==> src/rtl/fh_pkg.sv <==
package fh_pkg;
  localparam int IN_W   = 16;
  localparam int HOT    = 5;
  localparam int BYTE_W = IN_W / 2;
  localparam int POS_W  = $clog2(IN_W);
  localparam int CNT_W  = $clog2(HOT + 1);
  localparam int WORD_W = HOT * POS_W;
  localparam int ENT_W  = WORD_W + CNT_W;
  localparam int DEPTH  = 1 << BYTE_W;

  // low side: ascending indices from bits [POS_W-1:0] up, count on top
  // high side: descending indices from the top field down, count field zero
  function automatic logic [ENT_W-1:0] make_entry(int addr, bit low_side);
    logic [ENT_W-1:0] e;
    int n;
    e = '0;
    n = 0;
    if (low_side) begin
      for (int b = 0; b < BYTE_W; b++) begin
        if (((addr >> b) & 1) == 1 && n < HOT) begin
          e[POS_W*n +: POS_W] = POS_W'(b);
          n++;
        end
      end
      e[ENT_W-1 -: CNT_W] = CNT_W'(n);
    end else begin
      for (int b = BYTE_W - 1; b >= 0; b--) begin
        if (((addr >> b) & 1) == 1 && n < HOT) begin
          e[WORD_W-POS_W*(n+1) +: POS_W] = POS_W'(b + BYTE_W);
          n++;
        end
      end
    end
    return e;
  endfunction

  function automatic logic [DEPTH*ENT_W-1:0] make_table(bit low_side);
    logic [DEPTH*ENT_W-1:0] t;
    t = '0;
    for (int a = 0; a < DEPTH; a++) t[a*ENT_W +: ENT_W] = make_entry(a, low_side);
    return t;
  endfunction
endpackage

==> src/rtl/fh_byte_table.sv <==
module fh_byte_table
  import fh_pkg::*;
#(
  parameter bit LOW_SIDE = 1'b1,
  parameter int OUT_W    = ENT_W
) (
  input  logic [BYTE_W-1:0] addr_i,
  output logic [OUT_W-1:0]  ent_o
);
  localparam logic [DEPTH*ENT_W-1:0] TBL = make_table(LOW_SIDE);

  logic [ENT_W-1:0] ent_full;
  assign ent_full = TBL[int'(addr_i)*ENT_W +: ENT_W];
  assign ent_o    = OUT_W'(ent_full);
endmodule

==> src/rtl/fh_popchk.sv <==
module fh_popchk
  import fh_pkg::*;
(
  input  logic [IN_W-1:0] vec_i,
  output logic            bad_o
);
  logic [$clog2(IN_W+1)-1:0] cnt;

  always_comb begin
    cnt = '0;
    for (int i = 0; i < IN_W; i++) cnt = cnt + {{($clog2(IN_W+1)-1){1'b0}}, vec_i[i]};
  end

  assign bad_o = (int'(cnt) != HOT);
endmodule

==> src/rtl/fh_merge.sv <==
module fh_merge
  import fh_pkg::*;
(
  input  logic [WORD_W-1:0] lo_word_i,
  input  logic [CNT_W-1:0]  lo_cnt_i,
  input  logic [WORD_W-1:0] hi_word_i,
  output logic [WORD_W-1:0] word_o
);
  // slot 0 is the top field; low data wins from slot HOT-lo_cnt downward
  for (genvar k = 0; k < HOT; k++) begin : g_slot
    localparam int LSB = WORD_W - POS_W*(k+1);
    logic take_lo;
    assign take_lo = (int'(lo_cnt_i) + k >= HOT);
    assign word_o[LSB +: POS_W] = take_lo ? lo_word_i[LSB +: POS_W] : hi_word_i[LSB +: POS_W];
  end
endmodule

==> src/rtl/fh_index_encoder.sv <==
module fh_index_encoder
  import fh_pkg::*;
(
  input  logic              clk_i,
  input  logic              rst_ni,
  input  logic              valid_i,
  input  logic [IN_W-1:0]   vec_i,
  output logic              valid_o,
  output logic [WORD_W-1:0] idx_o,
  output logic              err_o
);
  logic [ENT_W-1:0]  lo_ent;
  logic [WORD_W-1:0] hi_ent;
  logic              bad;

  fh_byte_table #(.LOW_SIDE(1'b1), .OUT_W(ENT_W)) u_lo_tbl (
    .addr_i (vec_i[BYTE_W-1:0]),
    .ent_o  (lo_ent)
  );

  fh_byte_table #(.LOW_SIDE(1'b0), .OUT_W(WORD_W)) u_hi_tbl (
    .addr_i (vec_i[IN_W-1:BYTE_W]),
    .ent_o  (hi_ent)
  );

  fh_popchk u_popchk (
    .vec_i (vec_i),
    .bad_o (bad)
  );

  // stage 1: registered lookups
  logic [ENT_W-1:0]  s1_lo;
  logic [WORD_W-1:0] s1_hi;
  logic              s1_vld, s1_err;

  always_ff @(posedge clk_i or negedge rst_ni) begin
    if (!rst_ni) begin
      s1_vld <= 1'b0;
      s1_err <= 1'b0;
      valid_o <= 1'b0;
      err_o   <= 1'b0;
    end else begin
      s1_vld  <= valid_i;
      s1_err  <= valid_i & bad;
      valid_o <= s1_vld;
      err_o   <= s1_vld & s1_err;
    end
  end

  always_ff @(posedge clk_i) begin
    s1_lo <= lo_ent;
    s1_hi <= hi_ent;
  end

  // stage 2: per-bit 2:1 merge
  logic [WORD_W-1:0] merged;

  fh_merge u_merge (
    .lo_word_i (s1_lo[WORD_W-1:0]),
    .lo_cnt_i  (s1_lo[ENT_W-1 -: CNT_W]),
    .hi_word_i (s1_hi),
    .word_o    (merged)
  );

  always_ff @(posedge clk_i) idx_o <= merged;

  AST_DESCENDING: assert property (@(posedge clk_i) disable iff (!rst_ni)
    (valid_o && !err_o) |-> (idx_o[19:16] > idx_o[15:12]) && (idx_o[15:12] > idx_o[11:8]) &&
                            (idx_o[11:8] > idx_o[7:4]) && (idx_o[7:4] > idx_o[3:0]));
  AST_VALID_FOLLOWS: assert property (@(posedge clk_i) disable iff (!rst_ni)
    valid_i |-> ##2 valid_o);
  AST_NO_SPURIOUS: assert property (@(posedge clk_i) disable iff (!rst_ni)
    !valid_i |-> ##2 !valid_o);
  AST_ERR_QUAL: assert property (@(posedge clk_i) disable iff (!rst_ni)
    err_o |-> valid_o);
  AST_ERR_MATCH: assert property (@(posedge clk_i) disable iff (!rst_ni)
    valid_i |-> ##2 (err_o == ($countones($past(vec_i, 2)) != HOT)));
endmodule

==> config.mk <==
export PLATFORM = sky130hd
export DESIGN_NAME = fh_index_encoder
export DESIGN_NICKNAME = d
export VERILOG_FILES = /design/src/rtl/fh_pkg.sv /design/src/rtl/fh_byte_table.sv /design/src/rtl/fh_popchk.sv /design/src/rtl/fh_merge.sv /design/src/rtl/fh_index_encoder.sv
export SDC_FILE = /design/constraint.sdc
export NUM_CORES = 1
export LEC_CHECK = 0
export BUFFER_PORTS_ARGS = -buffer_cell sky130_fd_sc_hd__buf_2
export CAP_MARGIN = 40
export CORE_MARGIN = 2
export CORE_UTILIZATION = 45
export DETAILED_ROUTE_END_ITERATION = 12
export PLACE_DENSITY = 0.7
export SLEW_MARGIN = 20
export SYNTH_ARGS = -nofsm -noshare
export SYNTH_HDL_FRONTEND = slang
export SYNTH_SLANG_ARGS = --single-unit
==> constraint.sdc <==
create_clock -name clk_i -period 1.65 [get_ports clk_i]
set_input_delay 0.165 -clock clk_i [delete_from_list [all_inputs] [get_ports clk_i]]
set_output_delay 0.165 -clock clk_i [all_outputs]
set_load 0.05 [all_outputs]
; ---- Word-level counts from Yosys, hierarchy flattened
; Cells that the tools add are included.
[totals]
register_bits = 67
latchBits = 0
ram_bits = 0
romBits = 0
input_bits = 19
output_inout_bits = 22
n_memories = 0
[op_classes]
add_sub_neg = 19
n_mul = 2
div = 0
magnitude_cmp = 5
eq_ne = 1
shifts = 2
mux = 5
bitwise = 2
n_reduce_logical = 0
[ops]
columns = operator, n
row1 = $shiftx A5888 B32 Y20 const A, 1
row2 = $shiftx A5888 B32 Y23 const A, 1
row3 = $ge A32 B4 Y1 const B, 4
row4 = $add A5 B1 Y5, 14
row5 = $mul A8 B5 Y13 const B, 2
row6 = $mux W4, 5
row7 = $add A3 B2 Y4 const B, 2
row8 = $ne A5 B4 Y1 const B, 1
row9 = $add A3 B1 Y4 const B, 1
row10 = $add A3 B3 Y4 const B, 1
row11 = $ge A3 B3 Y1 const B, 1
row12 = $add A1 B1 Y2, 1
row13 = $and A1 B1 Y1, 2

; ---- Longest topological paths before layout
[depth]
depth_word = 17
ltp_mapped = 14
depth_no_buf = 14

; ---- Cells and area by module
; From an unflattened synthesis, not the netlist that was laid out.
[unflattened]
cells_unflattened = 677
area_unflattened_um2 = 5456.5
[modules_own_cells]
columns = mod, instances, cells_per_inst, area_each_um2, seq_area_each_um2
row1 = fh_byte_table (u_lo_tbl), 1, 388, 2483.6, 0.0
row2 = fh_index_encoder, 1, 69, 1373.8, 1361.3
row3 = fh_byte_table (u_hi_tbl), 1, 146, 890.9, 0.0
row4 = fh_popchk, 1, 38, 362.8, 0.0
row5 = fh_merge, 1, 36, 345.3, 0.0

; ---- Worst setup path after synthesis
; OpenSTA, ideal clock, no wires.
[synth_path]
kind = input to register
from = input port vec_i[0]
to = register s1_err
setup_ps = 130
arrival_ps = 3538
required_ps = 1520
slack_ps = -2019
cell_stages = 12
path_buffers = 0
cell_sequence = inv_1 ha_1 fa_1 fa_1 fa_1 inv_1 fa_1 fa_1 inv_1 fa_1 nor3_1 a21boi_0
[synth_via]
elab_chain_cells = 17
[synth_rtl]
columns = item, line_no
row1 = from (decl), fh_index_encoder.sv:7  ; input logic [IN_W-1:0] vec_i,
row2 = $add A1 B1 Y2, fh_popchk.sv:11  ; for (int i = 0; i < IN_W; i++) cnt = cnt + {{($clog2(IN_W+1)-1){1'b0}}, vec_i[i]};
row3 = $add A5 B1 Y5 (14 in a row), fh_popchk.sv:11
row4 = $ne A5 B4 Y1, fh_popchk.sv:14  ; assign bad_o = (int'(cnt) != HOT);
row5 = $and A1 B1 Y1, fh_index_encoder.sv:44  ; s1_err <= valid_i & bad;
row6 = to (signal assigned), fh_index_encoder.sv:44
row7 = to (decl), fh_index_encoder.sv:34  ; logic s1_vld, s1_err;
; No other way between the ends.

; ---- Final worst setup path
[layout_path]
from = input port vec_i[0]
to = register s1_lo[12]
[layout_via]
elab_chain_cells = 2
[layout_rtl]
columns = item, line_no
row1 = $mul A8 B5 Y13, fh_byte_table.sv:13  ; assign ent_full = TBL[int'(addr_i)*ENT_W +: ENT_W];
row2 = $shiftx A5888 B32 Y23, fh_byte_table.sv:13
row3 = via lo_ent[12], fh_index_encoder.sv:12  ; logic [ENT_W-1:0] lo_ent;
row4 = to (signal assigned), fh_index_encoder.sv:51  ; s1_lo <= lo_ent;
row5 = to (decl), fh_index_encoder.sv:32  ; logic [ENT_W-1:0] s1_lo;
; The timed path passes the listed nets, and every way through them passes these cells.

==> impl_results.md <==
* Clock power frac at 24.0%
* WL final at 15600 um
* Worst R2R Setup Slack at 0 ns
* Root Buffer: clkbuf_8
* Crit path max fanout at 5
* DRC at 0
* Starting Density at 45.7%
* Die Y at 108 um
* P per Cell Area at 902 nW/um^2
* Vias at 5300
* ANT cells at 0
* Syn_nets at 685
* Placed cells at 865
* Total GRT Usage at 25.6%
* Syn Std Cell Area at 4890 um^2
* Failing checks: negative setup slack
* DP Worst Slack at -2.31 ns
* RSZ-0062 raised after global routing: true
* FMAX at 286 MHz
* Seq/Total Area, Yosys at 25.4%
* Hold crit path type: input pin to asynchronous set/reset pin
* Initial DRC count at 523
* Num ports at 41
* Total core area at 10700 um^2
* Sink Count at 61
* R2R depth at 6
* Status: complete, but fails checks
* Worst endpoint data arrival time at 3.72 ns
* Die width at 108 um
* Worst Setup End Kind: flip-flop
* Synthesized flop and latch total at 61
* H-tree levels at 3
* Grt total ovfl at 0
* CP Class: input pin to flip-flop
* Worst vdd ir at 0.772 mV
* CTS tree: yes
* Fin. max-slew vios at 0
* DR WL/cell at 17.1 um
* TritonCTS buffer count at 9
* Via density at 5.80
* Worst Slack Setup Final at -1.85 ns
* Yosys warnings at 0
* First-pass GRT wire length at 23900 um
* Dpl hpwl at 10900 um
* Internal power at 3.85 mW
* Pleak at 3.01 nW
* Slew at the pin closest to its max-slew limit at 0.682 ns
* Initial antenna violation count at 0
* Mean post-synth cell area at 7.71 um^2
* Switching power at 2.25 mW
* Final GP Congestion at 0.943
* Vias in the first global route at 4824
* Area Overhead vs Synth at 38.3%
* CTS Buffer Depth at 2
* Largest net degree at the start of global routing at 68
* Mapped Cells at 634
* R2r startpoint: s1_lo[21]$_DFF_P_
* Ys async rst share at 6.56%
* Ys flop type: dfxtp_1
* Library cells used by synthesis at 71
* Rows at 38
* Fin. Hold Viols at 0
* Post-synth EDFFs at 0
* Die Area at 11700 um^2
* Clock-pin slew on the worst setup and hold paths at 0.06 ns
* # setup viols final at 12
* Clock latency on the worst-skew pair at 0.33 ns
* I/O Buffers at 40
* Worst Skew at 0.00554 ns
* Fin crit period at 3.50 ns
* Max-cap violations at 0
* Antenna-violating nets left at 0
* Share of layout cells above drive strength 1 at 35.0%
* Flop pwr share at 28.9%
* Crit path launch type: input pin
* Fillers at 930
* Switching part of the total at 36.9%
* Final std cells w/o fill at 914
* Post-layout nets at 820
* Detailed Routing Iterations Pass 1 at 5
* RR Endpoint: idx_o[17]$_DFF_P_
* Slew headroom at 54.4%
* Critical path required time at 1.87 ns
* Combinational power share at 47.1%
* Post-route clock period utilization at 212%
what timing repair did:
item,4_1_cts,5_1_grt
cloned,0,2
hold buffers,2,0
pin swaps,7,28
resized for setup,24,85
setup buffers,4,25
hold endpoints to repair,5,0
endpoints found under the setup margin,16,19
sequential cells by signal, indices dropped and copies added, names as in the netlist:
| signal | flops |
|---|---|
| s1_hi | 19 |
| s1_lo | 18 |
| s1_err | 1 |
| idx_o | 20 |
| s1_vld | 1 |
| err_o | 1 |
| valid_o | 1 |
synth_stat cells (all sizes together), types with 4 or more instances:
library cell / count / area (um^2)
o22ai: 5 / 31.3
inv: 29 / 109
a221o: 5 / 50.1
xor2: 9 / 78.8
o21ai: 63 / 315
o211ai: 9 / 67.6
nor3: 13 / 65.1
and2: 13 / 83.8
clkbuf: 23 / 86.3
o21a: 4 / 30.0
mux2: 21 / 240
or2: 5 / 31.3
nand2: 61 / 229
nand3: 18 / 90.1
a2bb2oi: 5 / 43.8
a22o: 4 / 35.0
a31oi: 7 / 43.8
xnor2: 5 / 43.8
a21oi: 52 / 264
nand2b: 8 / 50.1
and3: 4 / 25.0
nor2b: 9 / 56.3
dfrtp: 4 / 100
a21boi: 5 / 37.5
dfxtp: 57 / 1140
a221oi: 5 / 50.0
a211oi: 7 / 52.6
clkinv: 4 / 15.0
fa: 10 / 200
a21o: 5 / 37.5
nand4: 5 / 31.3
mux2i: 11 / 123
a22oi: 6 / 45.0
nor2: 45 / 169
or3: 4 / 25.0
buf: 32 / 174
ha: 22 / 275
final cells by class:
cell class,instances,area (um^2),area share [%]
Timing Repair Buffer,179,1450,21.5
Clock inverter,4,70.1,1.04
Inverter,33,131,1.94
Multi-Input combinational cell,485,3540,52.3
Tap cell,140,175,2.59
Sequential cell,61,1240,18.4
Clock buffer,12,155,2.29
layout by cell type (no fill, tap or decap), drive strengths merged, types with 4 or more instances in the layout:
master   count
mux2        21
dfrtp        4
ha          22
or2          5
and2        13
o21ai       63
nand4        5
o22ai        5
buf        175
a2bb2oi      5
nor2        45
dfxtp       57
or3          4
clkinv       6
a22oi        6
a22o         4
a221oi       5
and3         4
xor2         9
mux2i       11
nand2       61
a31oi        7
a221o        5
a211oi       7
clkbuf      14
o21a         4
fa          10
xnor2        5
a21oi       52
a21boi       5
nor2b        9
inv         29
nand2b       8
nor3        13
o211ai       9
nand3       18
a21o         5
critical path, cell delays in order:
cell and delay (ns):
buf_8 0.10, inv_6 0.05, ha_4 0.21, buf_6 0.12
buf_6 0.10, buf_6 0.10, buf_6 0.10, buf_6 0.10
buf_6 0.10, buf_6 0.10, buf_6 0.10, buf_6 0.10
buf_6 0.10, buf_6 0.10, buf_6 0.10, buf_6 0.11
buf_6 0.10, buf_6 0.11, buf_6 0.11, buf_6 0.10
buf_6 0.12, buf_12 0.13, mux2_4 0.30, a221o_1 0.45
a21oi_2 0.15, a21oi_1 0.06, o22a_1 0.23
per-layer routing:
layer	vias to the layer above	part of all wire, %	GRT usage [%]
met2	223	50	43.5
met5	-	0	0
li1	2548	-	-
met4	0	2.8	10.2
met3	44	5.3	2.41
met1	2485	41	33.6
cells by family (layout without fill, tap and decap cells):
kind of cell             Yosys count  in the layout  share of synthesized area, %
XOR/XNOR                          14             14                          2.51
adder cells (fa/ha/maj)           35             35                          10.3
multiplexers                      32             32                          7.42
flip-flops                        61             61                          25.4
AND/OR/NAND/NOR                  192            192                          18.5
AO/OA/AOI/OAI                    212            212                          28.0
buffers and inverters             88            228                          7.85
worst max-delay path by stage:
stage | slack [ns] | end | from
finish | -1.85 | s1_lo[12]$_DFF_P_ | vec_i[0]
global route | -1.89 | s1_err$_DFF_PN0_ | vec_i[1]
CTS | -1.88 | s1_err$_DFF_PN0_ | vec_i[0]
detailed placement | -2.31 | s1_err$_DFF_PN0_ | vec_i[0]
global placement | -2.17 | s1_err$_DFF_PN0_ | vec_i[0]
floorplan | -1.96 | s1_err$_DFF_PN0_ | vec_i[0]
per-stage QoR:
stage | hold WS [ns] | utilization, % | area (um^2) | total power, mW | setup TNS (ns)
2_1_floorplan | -0.131 | - | 4920 | 3.45 | -2.49
3_3_place_gp | -0.0311 | 54.7 | 5850 | 4.15 | -8.99
3_5_place_dp | -0.0297 | 54.7 | 5850 | 4.24 | -9.62
4_1_cts | 0.140 | 58.1 | 6220 | 5.77 | -1.88
5_1_grt | 0.148 | 63.2 | 6770 | 6.47 | -20.28
6_report | 0.147 | 63.2 | 6770 | 6.10 | -19.20
power by group through the flow:
stage / clock network, mW / logic [mW] / registers, mW
after floorplan: 0 / 1.25 / 2.21
after CTS: 1.49 / 2.52 / 1.76
after global routing: 1.57 / 3.11 / 1.79
after global placement: 0 / 2.36 / 1.79
final: 1.47 / 2.87 / 1.76
after detailed placement: 0 / 2.45 / 1.79
Note: power is estimated with default switching activity, not from simulation.
